==> src/rtl/agu_pkg.sv <==
// Shared encodings of the address generator.
// Assumes: mode codes are fixed by the surrounding decode; unlisted codes act as plain.
package agu_pkg;

    typedef enum logic [3:0] {
        AM_PLAIN    = 4'd0,
        AM_POST_INC = 4'd1,
        AM_POST_DEC = 4'd2,
        AM_PRE_INC  = 4'd3,
        AM_PRE_DEC  = 4'd4,
        AM_OFFSET   = 4'd5,
        AM_CIRC_INC = 4'd6,
        AM_CIRC_DEC = 4'd7,
        AM_BITREV   = 4'd8
    } agu_mode_e;

    typedef enum logic [1:0] {
        DS_IMM  = 2'd0,
        DS_IDX0 = 2'd1,
        DS_IDX1 = 2'd2,
        DS_UNIT = 2'd3
    } agu_disp_e;

endpackage

==> src/rtl/agu_regfile.sv <==
// Pointer, index and block-length storage.
// Write-port map: 0..NPTR-1 pointers, NPTR index 0, NPTR+1 index 1,
// NPTR+2 block length; higher codes are ignored.
// Assumes: the write port has priority over an access update of the same pointer.
module agu_regfile #(
    parameter int ADDR_W = 24,
    parameter int NPTR   = 8,
    parameter int SEL_W  = 3,
    parameter int WA_W   = 4
) (
    input  logic                         clk,
    input  logic                         rst_n,
    input  logic                         wr_en,
    input  logic [WA_W-1:0]              wr_addr,
    input  logic [ADDR_W-1:0]            wr_data,
    input  logic                         upd_en,
    input  logic [SEL_W-1:0]             upd_sel,
    input  logic [ADDR_W-1:0]            upd_val,
    output logic [NPTR-1:0][ADDR_W-1:0]  ptr_q,
    output logic [ADDR_W-1:0]            idx0_q,
    output logic [ADDR_W-1:0]            idx1_q,
    output logic [ADDR_W-1:0]            blk_q
);

    localparam logic [WA_W-1:0] IDX0_A = WA_W'(NPTR);
    localparam logic [WA_W-1:0] IDX1_A = WA_W'(NPTR + 1);
    localparam logic [WA_W-1:0] BLK_A  = WA_W'(NPTR + 2);

    // Pointer registers: write port first, then the access update.
    always_ff @(posedge clk) begin
        for (int k = 0; k < NPTR; k++) begin
            if (!rst_n) begin
                ptr_q[k] <= '0;
            end else if (wr_en && wr_addr == WA_W'(k)) begin
                ptr_q[k] <= wr_data;
            end else if (upd_en && upd_sel == SEL_W'(k)) begin
                ptr_q[k] <= upd_val;
            end
        end
    end

    // Index and block-length registers, loaded only through the write port.
    always_ff @(posedge clk) begin
        if (!rst_n) begin
            idx0_q <= '0;
            idx1_q <= '0;
            blk_q  <= '0;
        end else if (wr_en) begin
            if (wr_addr == IDX0_A) idx0_q <= wr_data;
            if (wr_addr == IDX1_A) idx1_q <= wr_data;
            if (wr_addr == BLK_A)  blk_q  <= wr_data;
        end
    end

    for (genvar g = 0; g < NPTR; g++) begin : g_chk
        AST_WRITE_WINS: assert property (@(posedge clk) disable iff (!rst_n)
            (wr_en && wr_addr == WA_W'(g)) |=> (ptr_q[g] == $past(wr_data)));

        AST_UPDATE_LANDS: assert property (@(posedge clk) disable iff (!rst_n)
            (upd_en && upd_sel == SEL_W'(g) && !(wr_en && wr_addr == WA_W'(g)))
            |=> (ptr_q[g] == $past(upd_val)));

        AST_UNTOUCHED_HOLDS: assert property (@(posedge clk) disable iff (!rst_n)
            (!(upd_en && upd_sel == SEL_W'(g)) && !(wr_en && wr_addr == WA_W'(g)))
            |=> $stable(ptr_q[g]));
    end

endmodule

==> src/rtl/agu_circ_step.sv <==
// Circular post-modify step.
// The buffer base is the pointer with the bits below the smallest power of two
// above LEN cleared; the offset moves modulo LEN in either direction.
// Assumes: the incoming offset is below LEN. LEN == 0 gives a linear step.
module agu_circ_step #(
    parameter int ADDR_W = 24
) (
    input  logic              clk,
    input  logic              rst_n,
    input  logic [ADDR_W-1:0] ptr,
    input  logic [ADDR_W-1:0] disp,
    input  logic [ADDR_W-1:0] len,
    input  logic              dec,
    output logic [ADDR_W-1:0] nxt
);

    localparam int EW = ADDR_W + 1;

    logic [ADDR_W-1:0] msk;
    logic [ADDR_W-1:0] base;
    logic [ADDR_W-1:0] off;
    logic [ADDR_W-1:0] len_nz;
    logic [ADDR_W-1:0] dmod;
    logic [EW-1:0]     up_raw;
    logic [EW-1:0]     up_off;
    logic [EW-1:0]     dn_off;
    logic [EW-1:0]     new_off;

    // Smear the length's leading one downward to get the offset field mask.
    always_comb begin
        msk = len;
        for (int k = 0; k < ADDR_W; k++) begin
            msk = msk | (msk >> 1);
        end
    end

    // Split the pointer and reduce the displacement below the length once.
    always_comb begin
        base   = ptr & ~msk;
        off    = ptr & msk;
        len_nz = (len == '0) ? ADDR_W'(1) : len;
        dmod   = disp % len_nz;
    end

    // Move the offset within [0, LEN) with one conditional correction each way.
    always_comb begin
        up_raw = {1'b0, off} + {1'b0, dmod};
        up_off = (up_raw >= {1'b0, len}) ? (up_raw - {1'b0, len}) : up_raw;
        dn_off = (off >= dmod) ? ({1'b0, off} - {1'b0, dmod})
                               : ({1'b0, off} + {1'b0, len} - {1'b0, dmod});
        new_off = dec ? dn_off : up_off;
    end

    // Choose the linear result when circular wrap is off.
    always_comb begin
        if (len == '0) begin
            nxt = dec ? (ptr - disp) : (ptr + disp);
        end else begin
            nxt = base | new_off[ADDR_W-1:0];
        end
    end

    AST_CIRC_STAYS_IN: assert property (@(posedge clk) disable iff (!rst_n)
        (len != '0 && off < len) |-> ((nxt & msk) < len && (nxt & ~msk) == base));

endmodule

==> src/rtl/agu_revcarry_add.sv <==
// Adder whose carry runs from the most significant bit toward bit 0.
// Built as an ordinary adder between two bit-order reversals (wiring only).
// Assumes: nothing; purely combinational.
module agu_revcarry_add #(
    parameter int ADDR_W = 24
) (
    input  logic [ADDR_W-1:0] a,
    input  logic [ADDR_W-1:0] b,
    output logic [ADDR_W-1:0] sum
);

    logic [ADDR_W-1:0] ra;
    logic [ADDR_W-1:0] rb;
    logic [ADDR_W-1:0] rs;

    for (genvar g = 0; g < ADDR_W; g++) begin : g_rev
        assign ra[g]  = a[ADDR_W-1-g];
        assign rb[g]  = b[ADDR_W-1-g];
        assign sum[g] = rs[ADDR_W-1-g];
    end

    // Forward addition in the reversed bit order.
    always_comb begin
        rs = ra + rb;
    end

endmodule

==> src/rtl/addr_gen_unit.sv <==
// Address generator top: selects a pointer and a displacement, forms the
// effective address and the updated pointer for the requested mode, and
// commits the update into the register file at the next edge.
// Assumes: one access and one register write at most per cycle.
module addr_gen_unit
    import agu_pkg::*;
#(
    parameter int ADDR_W = 24,
    parameter int NPTR   = 8,
    parameter int IMM_W  = 8,
    localparam int SEL_W = $clog2(NPTR),
    localparam int WA_W  = $clog2(NPTR + 3)
) (
    input  logic              clk,
    input  logic              rst_n,
    input  logic              acc_valid,
    input  logic [3:0]        acc_mode,
    input  logic [SEL_W-1:0]  acc_sel,
    input  logic [1:0]        disp_src,
    input  logic [IMM_W-1:0]  disp_imm,
    input  logic              wr_en,
    input  logic [WA_W-1:0]   wr_addr,
    input  logic [ADDR_W-1:0] wr_data,
    output logic [ADDR_W-1:0] ea,
    output logic [ADDR_W-1:0] ptr_next,
    output logic              ptr_we
);

    logic [NPTR-1:0][ADDR_W-1:0] ptr_q;
    logic [ADDR_W-1:0] idx0_q;
    logic [ADDR_W-1:0] idx1_q;
    logic [ADDR_W-1:0] blk_q;
    logic [ADDR_W-1:0] cur;
    logic [ADDR_W-1:0] disp;
    logic [ADDR_W-1:0] circ_nxt;
    logic [ADDR_W-1:0] br_nxt;
    logic              upd;
    agu_mode_e         mode;
    agu_disp_e         dsel;

    agu_regfile #(
        .ADDR_W (ADDR_W),
        .NPTR   (NPTR),
        .SEL_W  (SEL_W),
        .WA_W   (WA_W)
    ) u_regs (
        .clk     (clk),
        .rst_n   (rst_n),
        .wr_en   (wr_en),
        .wr_addr (wr_addr),
        .wr_data (wr_data),
        .upd_en  (ptr_we),
        .upd_sel (acc_sel),
        .upd_val (ptr_next),
        .ptr_q   (ptr_q),
        .idx0_q  (idx0_q),
        .idx1_q  (idx1_q),
        .blk_q   (blk_q)
    );

    agu_circ_step #(
        .ADDR_W (ADDR_W)
    ) u_circ (
        .clk   (clk),
        .rst_n (rst_n),
        .ptr   (cur),
        .disp  (disp),
        .len   (blk_q),
        .dec   (mode == AM_CIRC_DEC),
        .nxt   (circ_nxt)
    );

    agu_revcarry_add #(
        .ADDR_W (ADDR_W)
    ) u_brev (
        .a   (cur),
        .b   (idx0_q),
        .sum (br_nxt)
    );

    // Decode the raw codes and fetch the selected pointer.
    always_comb begin
        mode = agu_mode_e'(acc_mode);
        dsel = agu_disp_e'(disp_src);
        cur  = ptr_q[acc_sel];
    end

    // Pick the displacement source.
    always_comb begin
        case (dsel)
            DS_IMM:  disp = {{(ADDR_W-IMM_W){1'b0}}, disp_imm};
            DS_IDX0: disp = idx0_q;
            DS_IDX1: disp = idx1_q;
            default: disp = ADDR_W'(1);
        endcase
    end

    // Form the effective address and the pointer update for the mode.
    always_comb begin
        ea       = cur;
        ptr_next = cur;
        upd      = 1'b0;
        case (mode)
            AM_POST_INC: begin ptr_next = cur + disp; upd = 1'b1; end
            AM_POST_DEC: begin ptr_next = cur - disp; upd = 1'b1; end
            AM_PRE_INC:  begin ea = cur + disp; ptr_next = cur + disp; upd = 1'b1; end
            AM_PRE_DEC:  begin ea = cur - disp; ptr_next = cur - disp; upd = 1'b1; end
            AM_OFFSET:   begin ea = cur + disp; end
            AM_CIRC_INC, AM_CIRC_DEC: begin ptr_next = circ_nxt; upd = 1'b1; end
            AM_BITREV:   begin ptr_next = br_nxt; upd = 1'b1; end
            default:     begin end
        endcase
    end

    // Gate the commit with the access strobe.
    always_comb begin
        ptr_we = acc_valid & upd;
    end

    AST_PRE_WRITES_EA: assert property (@(posedge clk) disable iff (!rst_n)
        (acc_valid && (mode == AM_PRE_INC || mode == AM_PRE_DEC))
        |-> (ptr_we && ea == ptr_next));

    AST_OFFSET_NO_MOVE: assert property (@(posedge clk) disable iff (!rst_n)
        (acc_valid && mode == AM_OFFSET) |-> (!ptr_we && ptr_next == cur));

endmodule

==> config.mk <==
export PLATFORM = sky130hd
export DESIGN_NAME = addr_gen_unit
export DESIGN_NICKNAME = d
export VERILOG_FILES = /design/src/rtl/agu_pkg.sv /design/src/rtl/agu_regfile.sv /design/src/rtl/agu_circ_step.sv /design/src/rtl/agu_revcarry_add.sv /design/src/rtl/addr_gen_unit.sv
export SDC_FILE = /design/constraint.sdc
export NUM_CORES = 2
export LEC_CHECK = 0
export ABC_AREA = 1
export BUFFER_PORTS_ARGS = -buffer_cell sky130_fd_sc_hd__buf_4
export CAP_MARGIN = 20
export CORE_MARGIN = 2
export CORE_UTILIZATION = 35
export DETAILED_ROUTE_END_ITERATION = 6
export GPL_TIMING_DRIVEN = 0
export PLACE_DENSITY = 0.53
export SYNTH_ARGS = -nofsm -noshare
export SYNTH_HDL_FRONTEND = slang
export SYNTH_SLANG_ARGS = --single-unit
==> constraint.sdc <==
create_clock -name clk -period 231.7 [get_ports clk]
set_clock_uncertainty 0.2 [all_clocks]
set_input_delay 46.34 -clock clk [delete_from_list [all_inputs] [get_ports clk]]
set_output_delay 46.34 -clock clk [all_outputs]
set_load 0.02 [all_outputs]
==> metrics.md <==
| Metric | Value |
|---|---|
| Core Area | ~0.11 mm^2 |
| Share of cells above drive strength 1 | about a tenth |
| Kind of end point of the critical path | output port |
| Starting Density | between 30% and 40% |
| Syn nets | 6626 |
| Vias | about 42000 |
| Total GRT Usage | between 20 and 30% |
| Period Utilization, post-route | between 60 and 70% |
| # setup viols final | 0 |
| R2R cell count | 390 |
| Pre-CTS setup slack | around 82 ns |
| FMAX | approximately 0.0066 GHz |
| Initial antenna violation count | 2 |
| Final-report hold violation count | 0 |
| Die area | approximately 0.11 mm^2 |
| Final core occ | between 30% and 40% |
| Critical path's largest stage delay | a little over 0.9 ns |
| Initial DRC Count | approximately 3200 |
| Register Area | between 0.005 and 0.006 mm^2 |
| First-pass GRT wire length | 245000 um |
| Setup repair bufs after CTS | 0 |
| Hold Path Class | flop to flop |
| Io pins | between 90 and 100 |
| Worst slew margin | between 10% and 20% |
| Vias per inst | 5.39 |
| RSZ-0062 raised after global routing | false |
| CP most frequent cell | nand2_1 |
| Worst-skew pair later-pin latency | a little under 0.6 ns |
| Startpoint Class | input pin |
| Clock Root Buffer | clkbuf_16 |
| Hold Path Cell Cnt | 2 |
| Fill count | 12044 |
| Via count of the first global-routing pass | between 30000 and 40000 |
| PostCTS Resize Cnt | 0 |
| Yosys warning count | 0 |
| Clock transition at path regs | 0.06 ns |
| Outcome | finished, final reports clean |
| DR WL/cell | 21.4 um |
| CTS tree | built |
| Slew Viols, Final | 0 |
| Largest net degree at the start of global routing | 26 |
| Fin crit period | 150.56 ns |
| Hold EP | u_regs.idx1_q[3]$_SDFFE_PN0P_ |
| Reg2reg start | u_regs.blk_q[14]$_SDFFE_PN0P_ |
| Drt pass-1 iters | 6 |
| Ys flop type | dfxtp_1 |
| Max-cap violations | 0 |
| Worst R2R End | u_regs.ptr_q[128]$_SDFFE_PN0P_ |
| Worst Tran Pin Value | 1.29 ns |
| R2R setup slack | ~170 ns |
| Required time of the critical path | between 150 and 200 ns |
| Nets | between 6000 and 7000 |
| Port Buffers | 94 |
| Post-Synthesis Cell Area | approximately 0.039 mm^2 |
| Die H | between 300 and 400 um |
| Multi-input gate area | a little under 0.03 mm^2 |
| Routed WL | around 170000 um |
| Area Growth Syn to Fin | 10.6% |
| Hold path start | u_regs.idx1_q[3]$_SDFFE_PN0P_ |
| Sum of negative setup slack | 0 ns |
| Synth unique cells | just over 80 |
| CP max stage cell | dlygate4sd3_1 |
| RePlAce Congestion | between 1 and 1.5 |
| #FFs+latches synth | 264 |
| Synth Instances | approximately 6000 |
| Grt ovf | 0 |
| Ys async rst share | 0% |
| Clock tree buffer depth | 3 |
| Ant. Diodes | 0 |
| Drt drc | 0 |
| Cts hold-fix bufs | 0 |
| EDFF count, synth | 0 |
| Routed Antenna Nets | 0 |
| Synthesized area per cell | 6.36 um^2 |
| CP max FO | 10 |
| WS Path Type | input pin to output port |
| DPL Wire Length | between 100000 and 150000 um |
| Final worst slack | 81.14 ns |
| Crit path DAT | 104.02 ns |
| Site row count | 122 |
| Die X | 337 um |
| H-tree levels | 2 |
| Num CTS Buffers | 34 |
| # clock sinks | approximately 260 |
| Sequential cell area fraction in the yosys report | between 10% and 20% |
-- cell usage after synthesis (18+ instances only) --
cell type | n | area, um^2
o211ai_1 | 32 | 240
a21oi_1 | 472 | 2360
o21ai_2 | 76 | 666
o21bai_1 | 43 | 323
o21ai_0 | 295 | 1480
o21ai_1 | 73 | 365
or2_2 | 54 | 338
clkbuf_8 | 26 | 358
nor3_1 | 33 | 165
o31ai_1 | 21 | 158
xnor2_1 | 100 | 876
inv_1 | 821 | 3080
o22ai_1 | 18 | 113
dfxtp_1 | 264 | 5290
a31oi_1 | 211 | 1320
nor2_1 | 330 | 1240
nand4_1 | 39 | 244
a21oi_2 | 28 | 245
a221oi_1 | 21 | 184
ha_1 | 445 | 5570
a22oi_1 | 81 | 608
fa_1 | 30 | 601
inv_2 | 48 | 180
nand3_1 | 254 | 1270
o221ai_1 | 29 | 254
nand2_2 | 106 | 663
xor2_1 | 216 | 1890
nand2_1 | 1506 | 5650
clkbuf_1 | 167 | 627
nand2_4 | 21 | 236
-- per-layer routing --
metal	global-route usage [%]	vias up	wire, um
li1	-	20630	-
met1	37.1	19549	73000
met2	47.7	1403	76100
met3	3.07	286	9780
met4	11.9	0	7540
met5	0	-	0
-- kinds of logic (layout without fill, tap and decap cells) --
logic type                 after synthesis  after routing  share of synthesized area (%)
muxes                                    1              1                         0.0258
buffers and inverters                 1113           1294                           12.1
xor gates and xnor gates               316            316                           7.13
and+or+nand+nor                       2417           2417                           27.0
AOI/OAI and AO/OA                     1516           1516                           24.3
DFF                                    264            264                           13.6
adders and majority gates              475            475                           15.9
-- through the flow --
| stage | cell area, um^2 | hold slack, ns | cells |
|---|---|---|---|
| 5_1_grt | 42900 | 0.288 | 7771 |
| 4_1_cts | 42900 | 0.257 | 7767 |
| 6_report | 42900 | 0.254 | 7771 |
| 3_5_place_dp | 41800 | 0.249 | 7707 |
| 3_3_place_gp | 41400 | 0.242 | 7684 |
| 2_1_floorplan | 38800 | 0.230 | 6102 |
-- critical path, delay by kind of cell --
kind            cells  cell delay (ns)
fa+ha+maj          26             8.23
buf+inv            77            10.68
xor+xnor            3             0.56
simple gates      182            17.76
compound gates    101            20.32
-- how the worst max path moves through the flow --
stage / cells after the start / to / from / slack (ns)
floorplan: 388 / ptr_next[14] / disp_src[1] / 93.00
detailed placement: 389 / ptr_next[8] / disp_src[1] / 81.66
finish: 389 / ptr_next[8] / disp_src[1] / 81.14
global placement: 387 / ptr_next[15] / disp_src[1] / 81.79
CTS: 389 / ptr_next[8] / disp_src[1] / 81.44
global route: 391 / ptr_next[8] / disp_src[1] / 75.71
-- cell usage in the layout (no fill, tap or decap), types with 34 or more instances in the layout --
cell type,instances
o21bai_1,43
nand4_1,39
clkbuf_1,172
buf_4,105
o21ai_2,76
o21ai_0,294
nand2_2,106
nand3_1,254
inv_2,50
o21ai_1,74
clkbuf_8,35
inv_1,819
ha_1,445
xor2_1,216
xnor2_1,100
nor2_1,330
a22oi_1,81
dfxtp_1,264
clkbuf_16,34
nand2_1,1506
a21oi_1,472
a31oi_1,211
or2_2,54
-- area by class of cell --
type | instances | area share (%)
Timing Repair Buffer | 121 | 2.57
Multi-Input combinational cell | 4725 | 67.2
Buffer | 234 | 3.12
Clock inverter | 12 | 0.338
Inverter | 879 | 7.78
Sequential cell | 264 | 12.3
Clock buffer | 48 | 2.31
Tap cell | 1488 | 4.33
-- flip-flops by register name (all words and copies together), names as in the netlist --
signal	cells
u_regs.idx0_q	24
u_regs.ptr_q	192
u_regs.idx1_q	24
u_regs.blk_q	24
Power is not shown: default switching activity piles up to over one toggle a cycle in this logic, so the estimate is an artifact.
